File: src/rtl/pwmt_pkg.sv
package pwmt_pkg;

   // out_mode bit meanings
   localparam int unsigned OM_DRIVE_BIT = 1;   // 1: pin shows waveform level
   localparam int unsigned OM_POL_BIT   = 0;   // polarity of the rising-slope action

   typedef enum logic [1:0] {
      OM_PORT      = 2'b00,
      OM_RESERVED  = 2'b01,
      OM_CLR_RISE  = 2'b10,
      OM_SET_RISE  = 2'b11
   } out_mode_e;

   localparam int unsigned SEL_COUNT = 8;

   // number of low divider bits that must be all ones for a select value
   function automatic int unsigned tap_bits(input int unsigned sel);
      case (sel)
         1: tap_bits = 0;
         2: tap_bits = 3;
         3: tap_bits = 5;
         4: tap_bits = 6;
         5: tap_bits = 7;
         6: tap_bits = 8;
         7: tap_bits = 10;
         default: tap_bits = 0;
      endcase
   endfunction

endpackage

File: src/rtl/pwmt_prescaler.sv
module pwmt_prescaler #(
   parameter int unsigned DIV_W = 10
) (
   input  logic       clk,
   input  logic       rst_n,
   input  logic [2:0] sel,
   output logic       tick
);
   localparam int unsigned MAX_TAP = pwmt_pkg::tap_bits(pwmt_pkg::SEL_COUNT - 1);

   logic [DIV_W-1:0]                div_q;
   logic [pwmt_pkg::SEL_COUNT-1:0]  tap_hit;

   if (DIV_W < MAX_TAP) begin : g_bad_width
      $error("pwmt_prescaler: DIV_W too small for the slowest tap");
   end

   always_ff @(posedge clk) begin
      if (!rst_n) div_q <= '0;
      else        div_q <= div_q + 1'b1;
   end

   assign tap_hit[0] = 1'b0;   // stopped

   for (genvar g = 1; g < pwmt_pkg::SEL_COUNT; g++) begin : g_tap
      localparam int unsigned   TB  = pwmt_pkg::tap_bits(g);
      localparam logic [DIV_W-1:0] MSK = DIV_W'((64'd1 << TB) - 64'd1);
      assign tap_hit[g] = ((div_q & MSK) == MSK);
   end

   assign tick = tap_hit[sel];

endmodule

File: src/rtl/pwmt_updown.sv
module pwmt_updown #(
   parameter int unsigned W = 8
) (
   input  logic         clk,
   input  logic         rst_n,
   input  logic         tick,
   input  logic         wr,
   input  logic [W-1:0] wdata,
   output logic [W-1:0] cnt,
   output logic         up
);
   localparam logic [W-1:0] TOP    = {W{1'b1}};
   localparam logic [W-1:0] BOTTOM = '0;

   if (W < 2) begin : g_bad_width
      $error("pwmt_updown: W must be at least 2");
   end

   logic [W-1:0] cnt_d;
   logic         up_d;

   always_comb begin
      cnt_d = cnt;
      up_d  = up;
      if (wr) begin
         cnt_d = wdata;
      end else if (tick) begin
         if (up) begin
            if (cnt == TOP) begin
               cnt_d = TOP - 1'b1;
               up_d  = 1'b0;
            end else begin
               cnt_d = cnt + 1'b1;
            end
         end else begin
            if (cnt == BOTTOM) begin
               cnt_d = BOTTOM + 1'b1;
               up_d  = 1'b1;
            end else begin
               cnt_d = cnt - 1'b1;
            end
         end
      end
   end

   always_ff @(posedge clk) begin
      if (!rst_n) begin
         cnt <= BOTTOM;
         up  <= 1'b1;
      end else begin
         cnt <= cnt_d;
         up  <= up_d;
      end
   end

endmodule

File: src/rtl/pwmt_compare.sv
module pwmt_compare #(
   parameter int unsigned W = 8
) (
   input  logic         clk,
   input  logic         rst_n,
   input  logic         tick,
   input  logic         wr,
   input  logic [W-1:0] cnt,
   input  logic [W-1:0] ocr,
   input  logic         up,
   input  logic [1:0]   mode,
   output logic         flag,
   output logic         level
);
   localparam logic [W-1:0] TOP = {W{1'b1}};

   logic blk_q;
   logic hit;
   logic at_top_case;
   logic rising_eff;
   logic level_d;

   always_comb begin
      at_top_case = (ocr == TOP) && mode[pwmt_pkg::OM_DRIVE_BIT];
      hit         = tick && !wr && !blk_q && (cnt == ocr);
      rising_eff  = up && !at_top_case;
      level_d     = mode[pwmt_pkg::OM_POL_BIT] ^ ~rising_eff;
   end

   always_ff @(posedge clk) begin
      if (!rst_n) begin
         blk_q <= 1'b0;
         flag  <= 1'b0;
         level <= 1'b0;
      end else begin
         if (wr)        blk_q <= 1'b1;
         else if (tick) blk_q <= 1'b0;
         flag <= hit;
         if (hit && mode[pwmt_pkg::OM_DRIVE_BIT]) level <= level_d;
      end
   end

endmodule

File: src/rtl/pwm_phase_timer.sv
module pwm_phase_timer #(
   parameter int unsigned W     = 8,
   parameter int unsigned DIV_W = 10
) (
   input  logic         clk,
   input  logic         rst_n,
   input  logic         cnt_wr,
   input  logic [W-1:0] cnt_wdata,
   input  logic         ocr_wr,
   input  logic [W-1:0] ocr_wdata,
   input  logic [1:0]   out_mode,
   input  logic [2:0]   clk_sel,
   input  logic         port_in,
   output logic [W-1:0] cnt_q,
   output logic [W-1:0] ocr_q,
   output logic         count_up,
   output logic         cmp_flag,
   output logic         wave_out
);
   logic tick_w;
   logic level_w;

   pwmt_prescaler #(.DIV_W(DIV_W)) u_pre (
      .clk  (clk),
      .rst_n(rst_n),
      .sel  (clk_sel),
      .tick (tick_w)
   );

   pwmt_updown #(.W(W)) u_cnt (
      .clk  (clk),
      .rst_n(rst_n),
      .tick (tick_w),
      .wr   (cnt_wr),
      .wdata(cnt_wdata),
      .cnt  (cnt_q),
      .up   (count_up)
   );

   always_ff @(posedge clk) begin
      if (!rst_n)      ocr_q <= '0;
      else if (ocr_wr) ocr_q <= ocr_wdata;
   end

   pwmt_compare #(.W(W)) u_cmp (
      .clk  (clk),
      .rst_n(rst_n),
      .tick (tick_w),
      .wr   (cnt_wr),
      .cnt  (cnt_q),
      .ocr  (ocr_q),
      .up   (count_up),
      .mode (out_mode),
      .flag (cmp_flag),
      .level(level_w)
   );

   assign wave_out = out_mode[pwmt_pkg::OM_DRIVE_BIT] ? level_w : port_in;

endmodule

File: config.mk
export PLATFORM = sky130hd
export DESIGN_NAME = pwm_phase_timer
export DESIGN_NICKNAME = d
export VERILOG_FILES = /design/src/rtl/pwmt_pkg.sv /design/src/rtl/pwmt_prescaler.sv /design/src/rtl/pwmt_updown.sv /design/src/rtl/pwmt_compare.sv /design/src/rtl/pwm_phase_timer.sv
export SDC_FILE = /design/constraint.sdc
export NUM_CORES = 1
export LEC_CHECK = 0
export BUFFER_PORTS_ARGS = -buffer_cell sky130_fd_sc_hd__buf_2
export CORE_MARGIN = 5
export CORE_UTILIZATION = 50
export CTS_BUF_LIST = sky130_fd_sc_hd__clkbuf_4 sky130_fd_sc_hd__clkbuf_8
export CTS_CLUSTER_DIAMETER = 100
export DETAILED_ROUTE_END_ITERATION = 6
export PLACE_DENSITY = 0.79
export SLEW_MARGIN = 10
export SYNTH_ARGS = -nofsm -noshare
export SYNTH_HDL_FRONTEND = slang
export SYNTH_SLANG_ARGS = --single-unit
File: constraint.sdc
create_clock -name clk -period 1.9 [get_ports clk]
set_input_delay 0.57 -clock clk [delete_from_list [all_inputs] [get_ports clk]]
set_output_delay 0.57 -clock clk [all_outputs]
set_load 0.03 [all_outputs]
After elaboration in Yosys (flattened, before gate mapping) --
Cells that the tools add are included.
Cells by class: shift operators 0, multiply operators 0, add/sub/neg operators 3, reductions and logical operators 12, muxes and demuxes 13, equality and inequality tests 9, div/mod/pow operators 0, order comparisons 1, bitwise operators 3
Operator list (number):
- two-way mux 8 bit | 5
- equality test 8 bit (second input constant) | 3
- adder 10 x 1 -> 10 bit (second input constant) | 1
- equality test 10 bit (second input constant) | 1
- adder 8 x 1 -> 8 bit (second input constant) | 1
- equality test 8 bit | 1
- logical NOT 8 bit | 1
- subtractor 8 x 1 -> 8 bit (second input constant) | 1
- equality test 7 bit (second input constant) | 1
- two-way mux 1 bit | 7
- equality test 6 bit (second input constant) | 1
- logical AND 1 bit | 6
- equality test 5 bit (second input constant) | 1
- less-than comparator 3 x 4 -> 1 bit (second input constant) | 1
- binary-select mux 1 bit (select 3 bit) | 1
- equality test 3 bit (second input constant) | 1
- logical NOT 1 bit | 3
- NOT 1 bit | 2
- AND reduction 2 bit | 1
- nonzero test 2 bit | 1
- bitwise XOR 1 bit | 1
Word-level totals: bits in writable memories 0, register bits 30, output and inout bits 19, input bits 26, memory bits (read-only) 0, memories kept 0, bits in latches 0

Longest topological paths before layout --
depth after elaboration 7, gate-level depth with buffers 9, mapped depth without buffers 8

Hierarchy --
From an unflattened synthesis, not the netlist that was laid out.
Second synthesis, totals: cell total of the unflattened synthesis 218, area total of the unflattened synthesis 1903.1 µm²
By module, submodules not included:
- pwmt_updown | times used 1, cells each 107, area an instance 843.3 µm²
- pwmt_prescaler | times used 1, cells each 54, area an instance 479.2 µm²
- pwm_phase_timer | times used 1, cells each 26, area an instance 312.8 µm²
- pwmt_compare | times used 1, cells each 31, area an instance 267.8 µm²

Worst setup path after synthesis --
No wires, ideal clock.
kind flip-flop to flip-flop, from register u_cnt.cnt[0], to register u_cnt.cnt[4], arrival 1.866 ns, required time 1.828 ns, path buffers 0, stages on the path, launching flop included 8, path slack -0.039 ns, cells stage by stage dfxtp_1 -> inv_1 -> ha_1 -> nor4b_1 -> nand2_1 -> nand2_1 -> or4_1 -> a21oi_1
Between the ends: word-level cells in the longest chain between the ends 5, elaborated cells on any way between the ends 9, classes of those cells add/sub: 2; eq/ne: 1; mux: 5; reduce/logical: 1
RTL lines:
- start: declaration | RTL line pwmt_updown.sv:9 | output logic [W-1:0] cnt,
- start signal: assignment | RTL line pwmt_updown.sv:51 | cnt <= cnt_d;
- subtractor 8 x 1 -> 8 bit (tied with other cells) | RTL line pwmt_updown.sv:40 | cnt_d = cnt - 1'b1;
- two-way mux 8 bit, on equally long branches | RTL line pwmt_updown.sv:36, pwmt_updown.sv:29
- two-way mux 8 bit (*) | RTL line pwmt_updown.sv:28 | if (up) begin
- two-way mux 8 bit (*) | RTL line pwmt_updown.sv:27 | end else if (tick) begin
- two-way mux 8 bit (*) | RTL line pwmt_updown.sv:25 | if (wr) begin
Mark *: on every way between the ends. The rest lies on a longest branch, timed or not. The select of a mux whose other input is x is not followed. A chain may end at the register's enable or synchronous reset.

Final worst setup path --
from register u_pre.div_q[1], to register u_cnt.cnt[1]
Between the ends: word-level cells in the longest chain between the ends 4, elaborated cells on any way between the ends 9, classes of those cells eq/ne: 6; mux: 2; reduce/logical: 1
RTL lines:
- start: declaration | RTL line pwmt_prescaler.sv:11 | logic [DIV_W-1:0] div_q;
- start signal: assignment | RTL line pwmt_prescaler.sv:20 | else div_q <= div_q + 1'b1;
- equality test 10 bit (tied with other cells) | RTL line pwmt_prescaler.sv:28 | assign tap_hit[g] = ((div_q & MSK) == MSK);
- binary-select mux 1 bit (select 3 bit) (*) | RTL line pwmt_prescaler.sv:31 | assign tick = tap_hit[sel];
- two-way mux 1 bit (implied by the code) (*) | RTL line pwmt_prescaler.sv:31
- nonzero test 2 bit (no source line) (*)
Marked as above.

==> results.txt <==
status -> completed
final setup skew -> 15.3 ps
hold_buf cts -> 0
slowest CP cell -> dfxtp_2
Async SR Flop Fraction -> 0%
DRT Pass-1 Iters -> 7
Finished Layout Cells -> 332
# setup viols final -> 0
area grow syn2layout -> 35.9%
max-slew violation count -> 0
total track usage -> 21.4%
hold_ws -> 446 ps
die span in y -> 70.2 um
drc violations -> 0
vias in the first global route -> 1812
Seq/Total Area, Yosys -> 33.1%
Synth Instances -> 220
Synth area leaders -> dfxtp_1 33%, mux2i_1 6.1%, xor2_1 5.8%
Yosys reg bits -> 30
Final Cycle Share -> 98.3%
fillcell total -> 270
largest net degree at the start of global routing -> 18
Mean Syn Cell Area -> 8.25 um^2
root buffer cell -> clkbuf_4
TritonCTS buffer count -> 5
footprint of the multi-input gates -> 1260 um^2
fin nets -> 317
Core Region -> 3420 um^2
later-pin clock latency in the skew report -> 360 ps
final instance area -> 2470 um^2
Hold WC Path Type -> input port to flip-flop
CTS H-Tree Depth -> 2
standard-cell rows -> 21
CP max FO -> 6
CP Launch Type -> flip-flop
Critical Path RT -> 2170 ps
CP Data Arrival Time -> 2140 ps
CP endpoint kind -> flip-flop
Slew @ Worst Pin -> 497 ps
Synth Cell Area -> 1810 um^2
gr busiest metal -> met2
Net Sw Power -> 503 uW
R2R setup slack -> 30 ps
Via density -> 5.91
antenna diode instance count -> 0
Distinct cells, synth -> 47
# clock sinks -> 30
Iter 0 DRT Violations -> 200
DP Cell Count -> 323
Clk pwr share -> 29.8%
die width -> 70.2 um
register area -> 611 um^2
CP Cell Sequence -> ha_4 -> and3_4 -> ha_4 -> nand2b_4 -> a31oi_4 -> o21ai_4 -> o31a_1 -> a21oi_1
Top Ports -> 45
met3 usage -> 5.88%
Flop pwr share -> 46.4%
Final Critical Period -> 1870 ps
Clock transition at path regs -> 120 ps
CP Class -> flip-flop to flip-flop
Antenna Nets Post-Route -> 0
peak supply drop -> 0.419 mV
via count -> 1963
grt ovf -> 0
area share of the largest cell type after synthesis -> 33.1%
max_slew headroom -> 66.6%
Setup WS pre-CTS -> -125 ps
Int Power -> 991 uW
Synth warnings -> 0
Clock Tree Buf Depth -> 2
initial antenna violation count -> 0
max_cap viols -> 0
Port Buffers -> 44
Worst Slack Setup Final -> 32.0 ps
HPWL after DPL -> 3880 um
wire length per cell -> 16.5 um
Leakage -> 0.00108 uW
Global Route met2 Usage -> 34.2%
most used cell, CP -> ha_4
Most used DFF post-synth -> dfxtp_1
Yosys top cell by area -> dfxtp_1
met1 Use GR -> 28.2%
EDFF count, synth -> 0
dpl cell area -> 2250 um^2
GPL Wtd Cong -> 0.930
sw frac -> 33.7%
Pwr Density -> 606 nW/um^2
slowest stage delay, CP -> 360 ps
CTS tree -> done
WL final -> 5470 um
Overall Power -> 1490 uW
first-pass GRT wire length -> 8520 um
Starting Density -> 53.1%
logic gate share of total power -> 23.8%
Post-Syn Nets -> 252
Highest Clock Rate -> 0.535 GHz
share of cells above drive strength 1 -> 36.4%
Final Hold Vio Count -> 0
Die ar. -> 4930 um^2
[layout by cell type, fill, tap and decap left out, types with 5 or more instances in the layout]
master and count:
buf_2 44, buf_4 25, dfxtp_1 24, nor2_1 20, nand2_1 15, nand3_1 14
xor2_1 12, mux2i_1 11, and2_1 8, a21oi_1 7, inv_1 6, nand4_1 6
o21ai_0 6, nor3_1 5, clkbuf_4 5, dfxtp_2 5
[sequential cells by signal, summed over array words and instances (netlist names)]
name and count:
ocr_q 8, u_cmp.blk_q 1, u_pre.div_q 10, u_cnt.cnt 8
u_cmp.level 1, u_cnt.up 1, u_cmp.flag 1
[final timing paths]
kind | startpoint | to | depth (start not counted)
max reg2reg | u_pre.div_q[1] | u_cnt.cnt[1] | 8
max | u_pre.div_q[1] | u_cnt.cnt[1] | 8
min reg2reg | u_cmp.level | u_cmp.level | 2
min | cnt_wdata[3] | u_cnt.cnt[3] | 3
[synthesized netlist by cell type, drive strengths merged (2+ instances only)]
cell type and count:
nor4 3, nand3 14, a21oi 8, nor3b 2, o21ai 7, clkbuf 9, and2 8, dfxtp 30
nor2 20, nor2b 2, nor4b 2, or4 2, buf 4, a211oi 2, o32ai 2, and3 5
nand2 15, xnor2 4, o2111ai 2, xor2 12, nor3 5, o21a 3, mux2i 11, mux2 2
inv 6, a31oi 4, and4 3, nand4 6, ha 6, clkinv 2, o31ai 4
[power groups by stage]
stage | Clock (uW) | Sequential [uW] | Combinational, uW
2_1_floorplan | 0 | 738 | 157
3_3_place_gp | 0 | 703 | 325
3_5_place_dp | 0 | 703 | 331
4_1_cts | 439 | 690 | 337
5_1_grt | 475 | 698 | 388
6_report | 445 | 693 | 356
[per-layer routing]
metal / wire length, um / vias to the layer above
met1: 2350 / 914
li1: - / 934
met4: 53 / 0
met3: 514 / 7
met2: 2560 / 108
met5: 0 / -
[stage by stage]
step                      util [%]  TNS [ps]
after floorplan                  -     -6.87
after detailed placement      65.9      -377
after CTS                     68.8         0
after global placement        65.9      -172
after global routing          72.2     -94.0
final                         72.2         0
[worst max-delay path: cells and delay by family, from the launching register on]
kind,cells,cell delay [ps]
AO/OA/AOI/OAI,4,780
adder cells (fa/ha/maj),2,310
flip-flops,1,360
AND/OR/NAND/NOR,2,330
[logic make-up after synthesis]
| group | synth area share, % |
|---|---|
| AO/OA/AOI/OAI | 16.5 |
| XOR/XNOR | 7.72 |
| adder cells (fa/ha/maj) | 4.14 |
| buffers and inverters | 4.62 |
| flip-flops | 33.1 |
| multiplexers | 7.31 |
| AND/OR/NAND/NOR | 26.6 |
[cell type report]
type | instances | area share (%)
Multi-Input combinational cell | 169 | 51.3
Sequential cell | 30 | 24.8
Timing Repair Buffer | 71 | 17.8
Tap cell | 46 | 2.33
Clock buffer | 6 | 2.08
Inverter | 8 | 1.22
Clock inverter | 2 | 0.507
[repair_timing]
| action | in CTS | in global routing |
|---|---|---|
| setup endpoints to repair | 10 | 14 |
| resized for setup | 9 | 22 |
| pin swaps | 1 | 4 |
| setup buffers | 1 | 0 |
Power figures use the tool's default switching activity.
